**src/rtl/wdt_pkg.sv**
```systemverilog
package wdt_pkg;

  typedef enum logic [1:0] {
    PWR_RUN  = 2'b00,
    PWR_HALT = 2'b01,
    PWR_STOP = 2'b10,
    PWR_DEEP = 2'b11
  } pwr_mode_e;

  localparam logic ADDR_MODE = 1'b0;
  localparam logic ADDR_SEL  = 1'b1;

  // Exponent of the period for a select code: linear steps, last code jumps.
  function automatic int unsigned period_exp(input logic [2:0] code,
                                             input int unsigned base_exp,
                                             input int unsigned top_gap);
    if (code == 3'd7) return base_exp + 6 + top_gap;
    return base_exp + 32'(code);
  endfunction

  function automatic int unsigned max_exp(input int unsigned base_exp,
                                          input int unsigned top_gap);
    return base_exp + 6 + top_gap;
  endfunction

endpackage

```
**src/rtl/wdt_ctrl_regs.sv**
```systemverilog
module wdt_ctrl_regs import wdt_pkg::*; (
  input  logic       clk_i,
  input  logic       rst_ni,
  input  logic       wr_en_i,
  input  logic       wr_addr_i,
  input  logic [2:0] wr_data_i,
  output logic       run_o,
  output logic       wd_mode_o,
  output logic [2:0] sel_o,
  output logic       start_clr_o
);

  logic       run_q;
  logic       wd_mode_q;
  logic [2:0] sel_q;

  assign start_clr_o = wr_en_i && (wr_addr_i == ADDR_MODE) && wr_data_i[0];

  always_ff @(posedge clk_i or negedge rst_ni) begin
    if (!rst_ni) begin
      run_q     <= 1'b0;
      wd_mode_q <= 1'b0;
      sel_q     <= 3'd0;
    end else if (wr_en_i) begin
      if (wr_addr_i == ADDR_MODE) begin
        run_q     <= wr_data_i[0];
        wd_mode_q <= wd_mode_q | wr_data_i[1];
      end else begin
        sel_q <= wr_data_i;
      end
    end
  end

  assign run_o     = run_q;
  assign wd_mode_o = wd_mode_q;
  assign sel_o     = sel_q;

  // watchdog selection is one-way until reset
  assert_mode_lock_R8: assert property (@(posedge clk_i) disable iff (!rst_ni)
    wd_mode_q |=> wd_mode_q);

endmodule

```
**src/rtl/wdt_prescaler.sv**
```systemverilog
module wdt_prescaler #(
  parameter int unsigned PRE_BITS = 8
) (
  input  logic                clk_i,
  input  logic                rst_ni,
  input  logic                cnt_en_i,
  output logic                wrap_o
);

  logic [PRE_BITS-1:0] pre_q;

  always_ff @(posedge clk_i or negedge rst_ni) begin
    if (!rst_ni)       pre_q <= '0;
    else if (cnt_en_i) pre_q <= pre_q + 1'b1;
  end

  assign wrap_o = cnt_en_i && (&pre_q);

  // no prescaler movement while counting is gated off
  assert_pre_freeze_R7: assert property (@(posedge clk_i) disable iff (!rst_ni)
    !cnt_en_i |=> $stable(pre_q));

endmodule

```
**src/rtl/wdt_interval_counter.sv**
```systemverilog
module wdt_interval_counter import wdt_pkg::*; #(
  parameter int unsigned PRE_BITS = 8,
  parameter int unsigned BASE_EXP = 12,
  parameter int unsigned TOP_GAP  = 2
) (
  input  logic       clk_i,
  input  logic       rst_ni,
  input  logic       run_i,
  input  logic       start_clr_i,
  input  logic       pre_wrap_i,
  input  logic [2:0] sel_i,
  output logic       period_hit_o
);

  localparam int unsigned MAX_EXP = max_exp(BASE_EXP, TOP_GAP);
  localparam int unsigned UP_W    = MAX_EXP - PRE_BITS;

  logic [UP_W-1:0] up_q;
  logic [UP_W-1:0] limit;
  int unsigned     shift;

  always_comb begin
    shift = period_exp(sel_i, BASE_EXP, TOP_GAP) - PRE_BITS;
    limit = ~({UP_W{1'b1}} << shift);
  end

  assign period_hit_o = run_i && pre_wrap_i && !start_clr_i && (up_q >= limit);

  always_ff @(posedge clk_i or negedge rst_ni) begin
    if (!rst_ni)                    up_q <= '0;
    else if (start_clr_i || !run_i) up_q <= '0;
    else if (period_hit_o)          up_q <= '0;
    else if (pre_wrap_i)            up_q <= up_q + 1'b1;
  end

  // an idle timer keeps its counter at zero
  assert_idle_clear_R5: assert property (@(posedge clk_i) disable iff (!rst_ni)
    !run_i |=> (up_q == '0));

  // a start write leaves the counter at zero
  assert_start_clear_R4: assert property (@(posedge clk_i) disable iff (!rst_ni)
    start_clr_i |=> (up_q == '0));

  // running counter holds when no prescaler wrap arrives
  assert_up_hold_R7: assert property (@(posedge clk_i) disable iff (!rst_ni)
    (run_i && !pre_wrap_i && !start_clr_i) |=> $stable(up_q));

endmodule

```
**src/rtl/wdt_dual_timer.sv**
```systemverilog
module wdt_dual_timer import wdt_pkg::*; #(
  parameter int unsigned PRE_BITS = 8,
  parameter int unsigned BASE_EXP = 12,
  parameter int unsigned TOP_GAP  = 2
) (
  input  logic       clk_i,
  input  logic       rst_ni,
  input  logic       wr_en_i,
  input  logic       wr_addr_i,
  input  logic [2:0] wr_data_i,
  input  logic       irq_mask_i,
  input  logic [1:0] pwr_mode_i,
  input  logic       subclk_i,
  output logic       intv_irq_o,
  output logic       wd_ovf_o
);

  logic       run;
  logic       wd_mode;
  logic [2:0] sel;
  logic       start_clr;
  logic       cnt_en;
  logic       pre_wrap;
  logic       period_hit;
  logic       irq_q;
  logic       ovf_q;
  pwr_mode_e  pwr;

  assign pwr    = pwr_mode_e'(pwr_mode_i);
  assign cnt_en = ((pwr == PWR_RUN) || (pwr == PWR_HALT)) && !subclk_i;

  wdt_ctrl_regs u_regs (
    .clk_i       (clk_i),
    .rst_ni      (rst_ni),
    .wr_en_i     (wr_en_i),
    .wr_addr_i   (wr_addr_i),
    .wr_data_i   (wr_data_i),
    .run_o       (run),
    .wd_mode_o   (wd_mode),
    .sel_o       (sel),
    .start_clr_o (start_clr)
  );

  wdt_prescaler #(.PRE_BITS(PRE_BITS)) u_pre (
    .clk_i    (clk_i),
    .rst_ni   (rst_ni),
    .cnt_en_i (cnt_en),
    .wrap_o   (pre_wrap)
  );

  wdt_interval_counter #(
    .PRE_BITS (PRE_BITS),
    .BASE_EXP (BASE_EXP),
    .TOP_GAP  (TOP_GAP)
  ) u_cnt (
    .clk_i        (clk_i),
    .rst_ni       (rst_ni),
    .run_i        (run),
    .start_clr_i  (start_clr),
    .pre_wrap_i   (pre_wrap),
    .sel_i        (sel),
    .period_hit_o (period_hit)
  );

  always_ff @(posedge clk_i or negedge rst_ni) begin
    if (!rst_ni) begin
      irq_q <= 1'b0;
      ovf_q <= 1'b0;
    end else begin
      irq_q <= period_hit && !wd_mode && !irq_mask_i;
      ovf_q <= ovf_q | (period_hit && wd_mode);
    end
  end

  assign intv_irq_o = irq_q;
  assign wd_ovf_o   = ovf_q;

  // the interval request is a single-cycle pulse
  assert_irq_pulse_R3: assert property (@(posedge clk_i) disable iff (!rst_ni)
    intv_irq_o |=> !intv_irq_o);

  // overflow is sticky until reset
  assert_ovf_sticky_R9: assert property (@(posedge clk_i) disable iff (!rst_ni)
    wd_ovf_o |=> wd_ovf_o);

  // no interval request while watchdog mode was active
  assert_irq_not_wd_R9: assert property (@(posedge clk_i) disable iff (!rst_ni)
    $rose(intv_irq_o) |-> !$past(wd_mode));

  // a masked expiry raises no request
  assert_irq_mask_R6: assert property (@(posedge clk_i) disable iff (!rst_ni)
    $rose(intv_irq_o) |-> !$past(irq_mask_i));

  // an idle timer raises nothing
  assert_idle_quiet_R5: assert property (@(posedge clk_i) disable iff (!rst_ni)
    !run |=> !$rose(intv_irq_o) && !$rose(wd_ovf_o));

endmodule

```
**config.mk**
```make
export PLATFORM = sky130hd
export DESIGN_NAME = wdt_dual_timer
export DESIGN_NICKNAME = d
export VERILOG_FILES = /design/src/rtl/wdt_pkg.sv /design/src/rtl/wdt_ctrl_regs.sv /design/src/rtl/wdt_prescaler.sv /design/src/rtl/wdt_interval_counter.sv /design/src/rtl/wdt_dual_timer.sv
export SDC_FILE = /design/constraint.sdc
export NUM_CORES = 1
export LEC_CHECK = 0
export BUFFER_PORTS_ARGS = -buffer_cell sky130_fd_sc_hd__buf_2
export CAP_MARGIN = 25
export CORE_MARGIN = 1.5
export CORE_UTILIZATION = 25
export DETAILED_ROUTE_END_ITERATION = 12
export HOLD_SLACK_MARGIN = 0.05
export PLACE_DENSITY_LB_ADDON = 0.1
export SLEW_MARGIN = 0
export SYNTH_ARGS = -nofsm -noshare
export SYNTH_HDL_FRONTEND = slang
export SYNTH_SLANG_ARGS = --single-unit
export TNS_END_PERCENT = 5
```
**constraint.sdc**
```tcl
create_clock -name clk_i -period 5.5 [get_ports clk_i]
set_input_delay 1.1 -clock clk_i [delete_from_list [all_inputs] [get_ports clk_i]]
set_output_delay 1.1 -clock clk_i [all_outputs]
set_load 0.1 [all_outputs]
```
==> impl_metrics.toml, run 1 <==
[synthesis]
synth_top_cell_area_share = 0.3994
synth-edff-count = 0
async_flop_share = 1.000
synth_top_area_cell = "dfrtp_1"
ys_ff_latch = 27
synth_area_mm2 = 0.001692
synth-main-ff-cell = "dfrtp_1"
syn_inst = 180
ys_seq_area_frac = 0.3994
synth.distinct_cells = 39
avgSynthCellArea_um2 = 9.398
synth-warning-count = 0
synth_area_leaders = "dfrtp_1, ha_1, nand2_1, nand4_1, mux2_2"

[global_routing]
grt_max_degree = 28
grt_pass1_vias = 1336
grtUsageTotal = 0.1146
antenna_found_initial = 0
grt_first_pass_wirelength_um = 6589
grt_overflow = 0

[finish]
drive_above_1_share = 0.1606
final_cell_mix = "nand2_1, dfrtp_1, ha_1, buf_2, nor2_1"
fill_cells = 680
mostFrequentLayoutCell = "nand2_1"
antenna_cells = 0
final_nets = 219
area_delta_synth_final_pct = 10.13

[outcome]
status = "complete, no violations"

[die]
initial_utilization = 0.2619
die_x_um = 85.26
die_h_um = 85.26
num_rows = 29
io_pins = 13
core_area_mm2 = 0.006459
die_area_mm2 = 0.007269

[detailed_routing]
drtAntennaViolNets = 0
wl_per_cell_um = 14.39
drt_iter0_drc = 67
vias = 1321
routed_wl_um = 3885
via_per_inst = 4.893
drt_first_pass_iters = 4
drc = 0

[setup_path]
critPathLaunchType = "flip-flop"
cp_slowest_cell = "nor3_2"
slowest_delay_ns = 0.74
worstPathCellList = "nand3_1, ha_1, nand4_1, nor2_1, nor3_2, nand2_1, a31o_2"
worstSetupEndpointType = "flip-flop"
crit_fanout = 12
required_ns = 5.68
crit_buf_inv = 0
worstSetupPathType = "reg -> reg"
cp_top_family = "simple AND/OR/NAND/NOR gates"
critPathArrivalTime_ns = 2.77

[pwr]
p_comb_frac = 0.165
cellPowerDensity_mw_per_mm2 = 239.0
ir_drop_mv = 0.1286
switching_share = 0.3044
p_leak_nw = 0.8205
p_switching_w = 0.0001356
power.internal_w = 0.0003097
clkPwrFrac = 0.270
power_frac_seq = 0.565

[cts]
cts.path.max_buffers = 2
cts_tree = "built"
clock_latency_ns = 0.28
cts.sinks = 27
cts_resized = 0
clk_pin_slew_worst_paths_ns = 0.11
cts_htree_levels = 1
cts_setup_buffers = 0
numCtsBuffers = 3
root_buffer = "clkbuf_8"
ctsHoldBuffers = 0

[timing]
drv_slew = 0
period_share = 0.4698
max_freq_mhz = 387.0
hold_viol_final = 0
rsz0062_at_grt = "false"
min_period_ns = 2.584
max_slew_margin = 0.3837
tns_ns = 0
finClkSkew_ns = 0.009322
final-setup-viol-count = 0
tightest_slew_ns = 0.9195
setup_ws_ns = 2.916

[job]
cap_violations = 0

[placed_design]
gp_congestion = 0.7256
io_buffers = 11
hpwl_um = 2836
dp_slack_ns = 2.864

[min_path]
hold_path.class = "reg -> reg"
cell usage after synthesis, types with 2 or more instances:
master,instances
a21oi_1,6
a31o_2,2
nor4_1,3
nand4_1,9
o21ai_0,8
xor2_1,2
nor2b_1,2
conb_1,2
clkbuf_1,3
o211ai_1,6
dfrtp_1,27
inv_1,6
nand3_1,6
mux2_2,4
nand2_1,34
o2111ai_1,5
o31a_1,3
nor3_1,5
xnor2_1,5
ha_1,14
nor2_1,10
per-stage QoR:
stage / util / hold slack (ns) / power, W / std cells / cell area (um2)
5_1_grt: 0.2885 / 0.5084 / 0.0004765 / 270 / 1863
3_3_place_gp: 0.2797 / 0.4470 / 0.0003235 / 265 / 1807
2_1_floorplan: - / 0.4386 / 0.0003036 / 182 / 1699
4_1_cts: 0.2873 / 0.4868 / 0.0004513 / 269 / 1856
3_5_place_dp: 0.2797 / 0.4614 / 0.0003288 / 265 / 1807
6_report: 0.2885 / 0.4867 / 0.0004453 / 270 / 1863
kinds of logic (layout without fill, tap and decap cells):
logic type,Yosys count,after routing,synth area share
multiplexers,4,4,0.02663
other,2,4,0.004440
adder cells (fa/ha/maj),14,14,0.1036
AO/OA/AOI/OAI,31,31,0.1228
XOR/XNOR,7,7,0.03624
flip-flops,27,27,0.3994
buffers and inverters,12,23,0.04363
AND/OR/NAND/NOR,83,83,0.2633
power by group through the flow:
| stage | combinational (W) | clock [W] | sequential (W) |
|---|---|---|---|
| 2_1_floorplan | 0.0000582 | 0 | 0.000245 |
| 6_report | 0.0000736 | 0.000120 | 0.000252 |
| 3_5_place_dp | 0.0000738 | 0 | 0.000255 |
| 5_1_grt | 0.0000861 | 0.000134 | 0.000257 |
| 4_1_cts | 0.0000742 | 0.000126 | 0.000251 |
| 3_3_place_gp | 0.0000703 | 0 | 0.000253 |
area by class of cell:
cell class | count | area, um2 | area share
timing repair buffer | 13 | 70.07 | 0.03761
tap | 77 | 96.34 | 0.05171
multi-input combinational | 143 | 949.7 | 0.5097
sequential | 27 | 675.6 | 0.3627
clock buffer | 3 | 41.29 | 0.02216
clock inverter | 1 | 7.507 | 0.004030
inverter | 6 | 22.52 | 0.01209
sequential cells by signal, indices dropped and copies added, names as in the netlist:
register,cells
intv_irq_o,1
u_regs.sel_o,3
u_pre.pre_q,8
u_regs.wd_mode_o,1
u_regs.run_o,1
wd_ovf_o,1
u_cnt.up_q,12
path summary, 6_finish.rpt:
check	cells past startpoint	slack, ns	from	end
worst min-delay path	1	0.49	wd_ovf_o$_DFF_PN0_	wd_ovf_o$_DFF_PN0_
max in group asynchronous	1	4.23	rst_ni	u_cnt.up_q[3]$_DFFE_PN0P_
worst min register to register	1	0.49	wd_ovf_o$_DFF_PN0_	wd_ovf_o$_DFF_PN0_
worst max-delay path	7	2.92	u_regs.sel_o[2]$_DFFE_PN0P_	wd_ovf_o$_DFF_PN0_
min in group asynchronous	1	0.84	rst_ni	u_regs.run_o$_DFFE_PN0P_
worst max register to register	7	2.92	u_regs.sel_o[2]$_DFFE_PN0P_	wd_ovf_o$_DFF_PN0_
routing by layer:
layer | wire, um | GRT usage
met4 | 55 | 0.03959
met2 | 1826 | 0.1876
met3 | 92 | 0.02335
met5 | 0 | 0
met1 | 1910 | 0.1509
(Power assumes the default switching activity.)
==> inputs of run 2 (changes only) <==
Settings changed: ABC_AREA set to 1.
Clock period 5.5 ns to 2.15 ns, I/O delays scaled along.
==> run 2 against run 1 <==
  * Combinational power increased to 2.7 times the previous value
  * Design area up 6.5%
  * Via count up 2.0%
  * Power grew to 2.6 times the previous value
  * Clock power grew to 2.7 times the previous value
  * Sequential cell count stayed put
  * Critical path depth grew 2
==> impl_metrics.toml, run 2 <==
[die]
die_area_mm2 = 0.007539
io_pins = 13
die_x_um = 86.83
die_h_um = 86.83
core_area_mm2 = 0.006794
num_rows = 30
initial_utilization = 0.2586

[synthesis]
synth-compound-area-share = 0.07764
synth-warning-count = 0
syn_inst = 216
synth_simple_gate_area_frac = 0.2949
synth_mux_area_frac = 0.01282
synth-main-ff-cell = "dfrtp_1"
synthAdderAreaFrac = 0.09972
avgSynthCellArea_um2 = 8.133
ys_top_cells_by_count = "nand2_1, dfrtp_1, inv_1"
synth_top_cell_area_share = 0.3846
synthXorXnorAreaFrac = 0.05983
synth-edff-count = 0
synth_top_family_by_area = "simple AND/OR/NAND/NOR gates"
ys_seq_area_frac = 0.3846
synth_area_leaders = "dfrtp_1, nand2_1, ha_1, inv_1, nor2_1"
synth_area_mm2 = 0.001757
synth_top_area_cell = "dfrtp_1"
synth.distinct_cells = 27
synthMostInstantiatedCell = "nand2_1"
ys_ff_latch = 27
async_flop_share = 1.000

[cts]
clock_latency_ns = 0.28
clk_pin_slew_worst_paths_ns = 0.11
root_buffer = "clkbuf_8"
cts_setup_buffers = 0
cts_htree_levels = 1
cts.path.max_buffers = 2
cts_resized = 0
cts_tree = "built"
numCtsBuffers = 3
ctsHoldBuffers = 0
cts.sinks = 27

[timing]
hold_viol_final = 0
min_period_ns = 1.938
tightest_slew_ns = 0.6650
period_share = 0.9012
tns_ns = 0
final-setup-viol-count = 0
rsz0062_at_grt = "false"
max_slew_margin = 0.5566
finClkSkew_ns = 0.004487
max_freq_mhz = 516.1
drv_slew = 0

[finish]
final_cell_mix = "nand2_1, inv_1, dfrtp_1, nor2_1, ha_1"
area_delta_synth_final_pct = 12.96
multi_input_area_um2 = 972.2
regMostFlops = "u_cnt.up_q"
mostFrequentLayoutCell = "nand2_1"
fill_cells = 740
largest_reg_flops = 12
finalCoreUtilization = 0.2921
antenna_cells = 0
drive_above_1_share = 0.1212
regArea_um2 = 675.6
final_nets = 257

[detailed_routing]
routed_wl_um = 3633
vias = 1348
drt_iter0_drc = 89
drc = 0
drt_first_pass_iters = 2
wl_per_cell_um = 11.11
drtAntennaViolNets = 0
via_per_inst = 4.122

[global_routing]
grt_max_degree = 28
grt_first_pass_wirelength_um = 6299
grt_pass1_vias = 1297
grt_overflow = 0
antenna_found_initial = 0
grtUsageTotal = 0.1084

[setup_path]
path_common_cell = "nand2_1"
cp_top_family = "simple AND/OR/NAND/NOR gates"
worstPathCellList = "nand3_1, ha_1, nand2_1, nor2_2, nand2_1, nor2_1, nand2_1, nand3_4, o21bai_1"
slowest_delay_ns = 0.49
cp_slowest_cell = "dfrtp_1"
required_ns = 2.33
critPathArrivalTime_ns = 2.11
worstSetupPathType = "reg -> reg"
crit_buf_inv = 0
crit_fanout = 9
critPathLaunchType = "flip-flop"
r2r_slack_ns = 0.21
worstSetupEndpointType = "flip-flop"

[placed_design]
io_buffers = 11
gp_congestion = 0.6944
hpwl_um = 2698

[pwr]
p_leak_nw = 0.9655
cellPowerDensity_mw_per_mm2 = 581.5
power.internal_w = 0.0007868
power.total_w = 0.001154
power_frac_seq = 0.551
p_comb_frac = 0.173
p_switching_w = 0.0003672
ir_drop_mv = 0.3348
clkPwrFrac = 0.276
switching_share = 0.3182

[outcome]
status = "complete, no violations"

[min_path]
hold_path.class = "in -> async"

[job]
cap_violations = 0
## run 2: kinds of logic (layout without fill, tap and decap cells)
kind of cell / count (synthesis) / in the layout
other cells: 2 / 4
compound gates: 20 / 20
buf+inv: 31 / 44
xor+xnor: 12 / 12
fa+ha+maj: 14 / 14
flops: 27 / 27
mux: 2 / 2
simple gates: 108 / 108
## run 2: power by group through the flow
stage                     clock network, W  logic (W)  registers (W)
after floorplan                          0   0.000162       0.000625
after global placement                   0   0.000202       0.000647
after detailed placement                 0   0.000200       0.000646
after CTS                         0.000337   0.000204       0.000636
after global routing              0.000349   0.000234       0.000647
final                             0.000319   0.000199       0.000636
## run 2: worst paths after layout
| kind | cells past startpoint | to | start |
|---|---|---|---|
| setup / recovery | 9 | u_cnt.up_q[3]$_DFFE_PN0P_ | u_regs.sel_o[1]$_DFFE_PN0P_ |
| hold / removal | 1 | u_pre.pre_q[6]$_DFFE_PN0P_ | rst_ni |
| setup reg to reg | 9 | u_cnt.up_q[3]$_DFFE_PN0P_ | u_regs.sel_o[1]$_DFFE_PN0P_ |
| hold reg to reg | 2 | wd_ovf_o$_DFF_PN0_ | wd_ovf_o$_DFF_PN0_ |
| max in group asynchronous | 1 | u_regs.sel_o[2]$_DFFE_PN0P_ | rst_ni |
| min in group clk_i | 2 | u_regs.wd_mode_o$_DFFE_PN0P_ | wr_data_i[1] |
## run 2: worst register-to-register path: stages (launching register included)
cell      delay, ns
dfrtp_1        0.49
nand3_1        0.12
ha_1           0.30
nand2_1        0.08
nor2_2         0.19
nand2_1        0.09
nor2_1         0.11
nand2_1        0.16
nand3_4        0.20
o21bai_1       0.09
## run 2: layout make-up
cell class / count / area share
Inverter: 28 / 0.05296
Sequential cell: 27 / 0.3405
Multi-Input combinational cell: 160 / 0.4899
Clock inverter: 1 / 0.003783
Timing Repair Buffer: 12 / 0.03153
Tap cell: 96 / 0.06053
Clock buffer: 3 / 0.02081
## run 2: through the flow
stage | cells | setup slack [ns] | area [um2] | hold WS [ns]
final | 327 | 0.2125 | 1984 | 0.1669
after global routing | 327 | 0.01537 | 1984 | 0.2228
after CTS | 327 | 0.2054 | 1984 | 0.1929
after detailed placement | 323 | 0.2336 | 1936 | 0.4488
after global placement | 323 | 0.2467 | 1936 | 0.4512
after floorplan | 218 | 0.4164 | 1764 | 0.1344
## run 2: routing by layer
| metal | GRT usage | vias up | share of wire |
|---|---|---|---|
| met5 | 0 | - | 0 |
| met1 | 0.1542 | 617 | 0.53 |
| met4 | 0.02199 | 0 | 0.0080 |
| li1 | - | 718 | - |
| met2 | 0.1663 | 9 | 0.44 |
| met3 | 0.02667 | 4 | 0.022 |
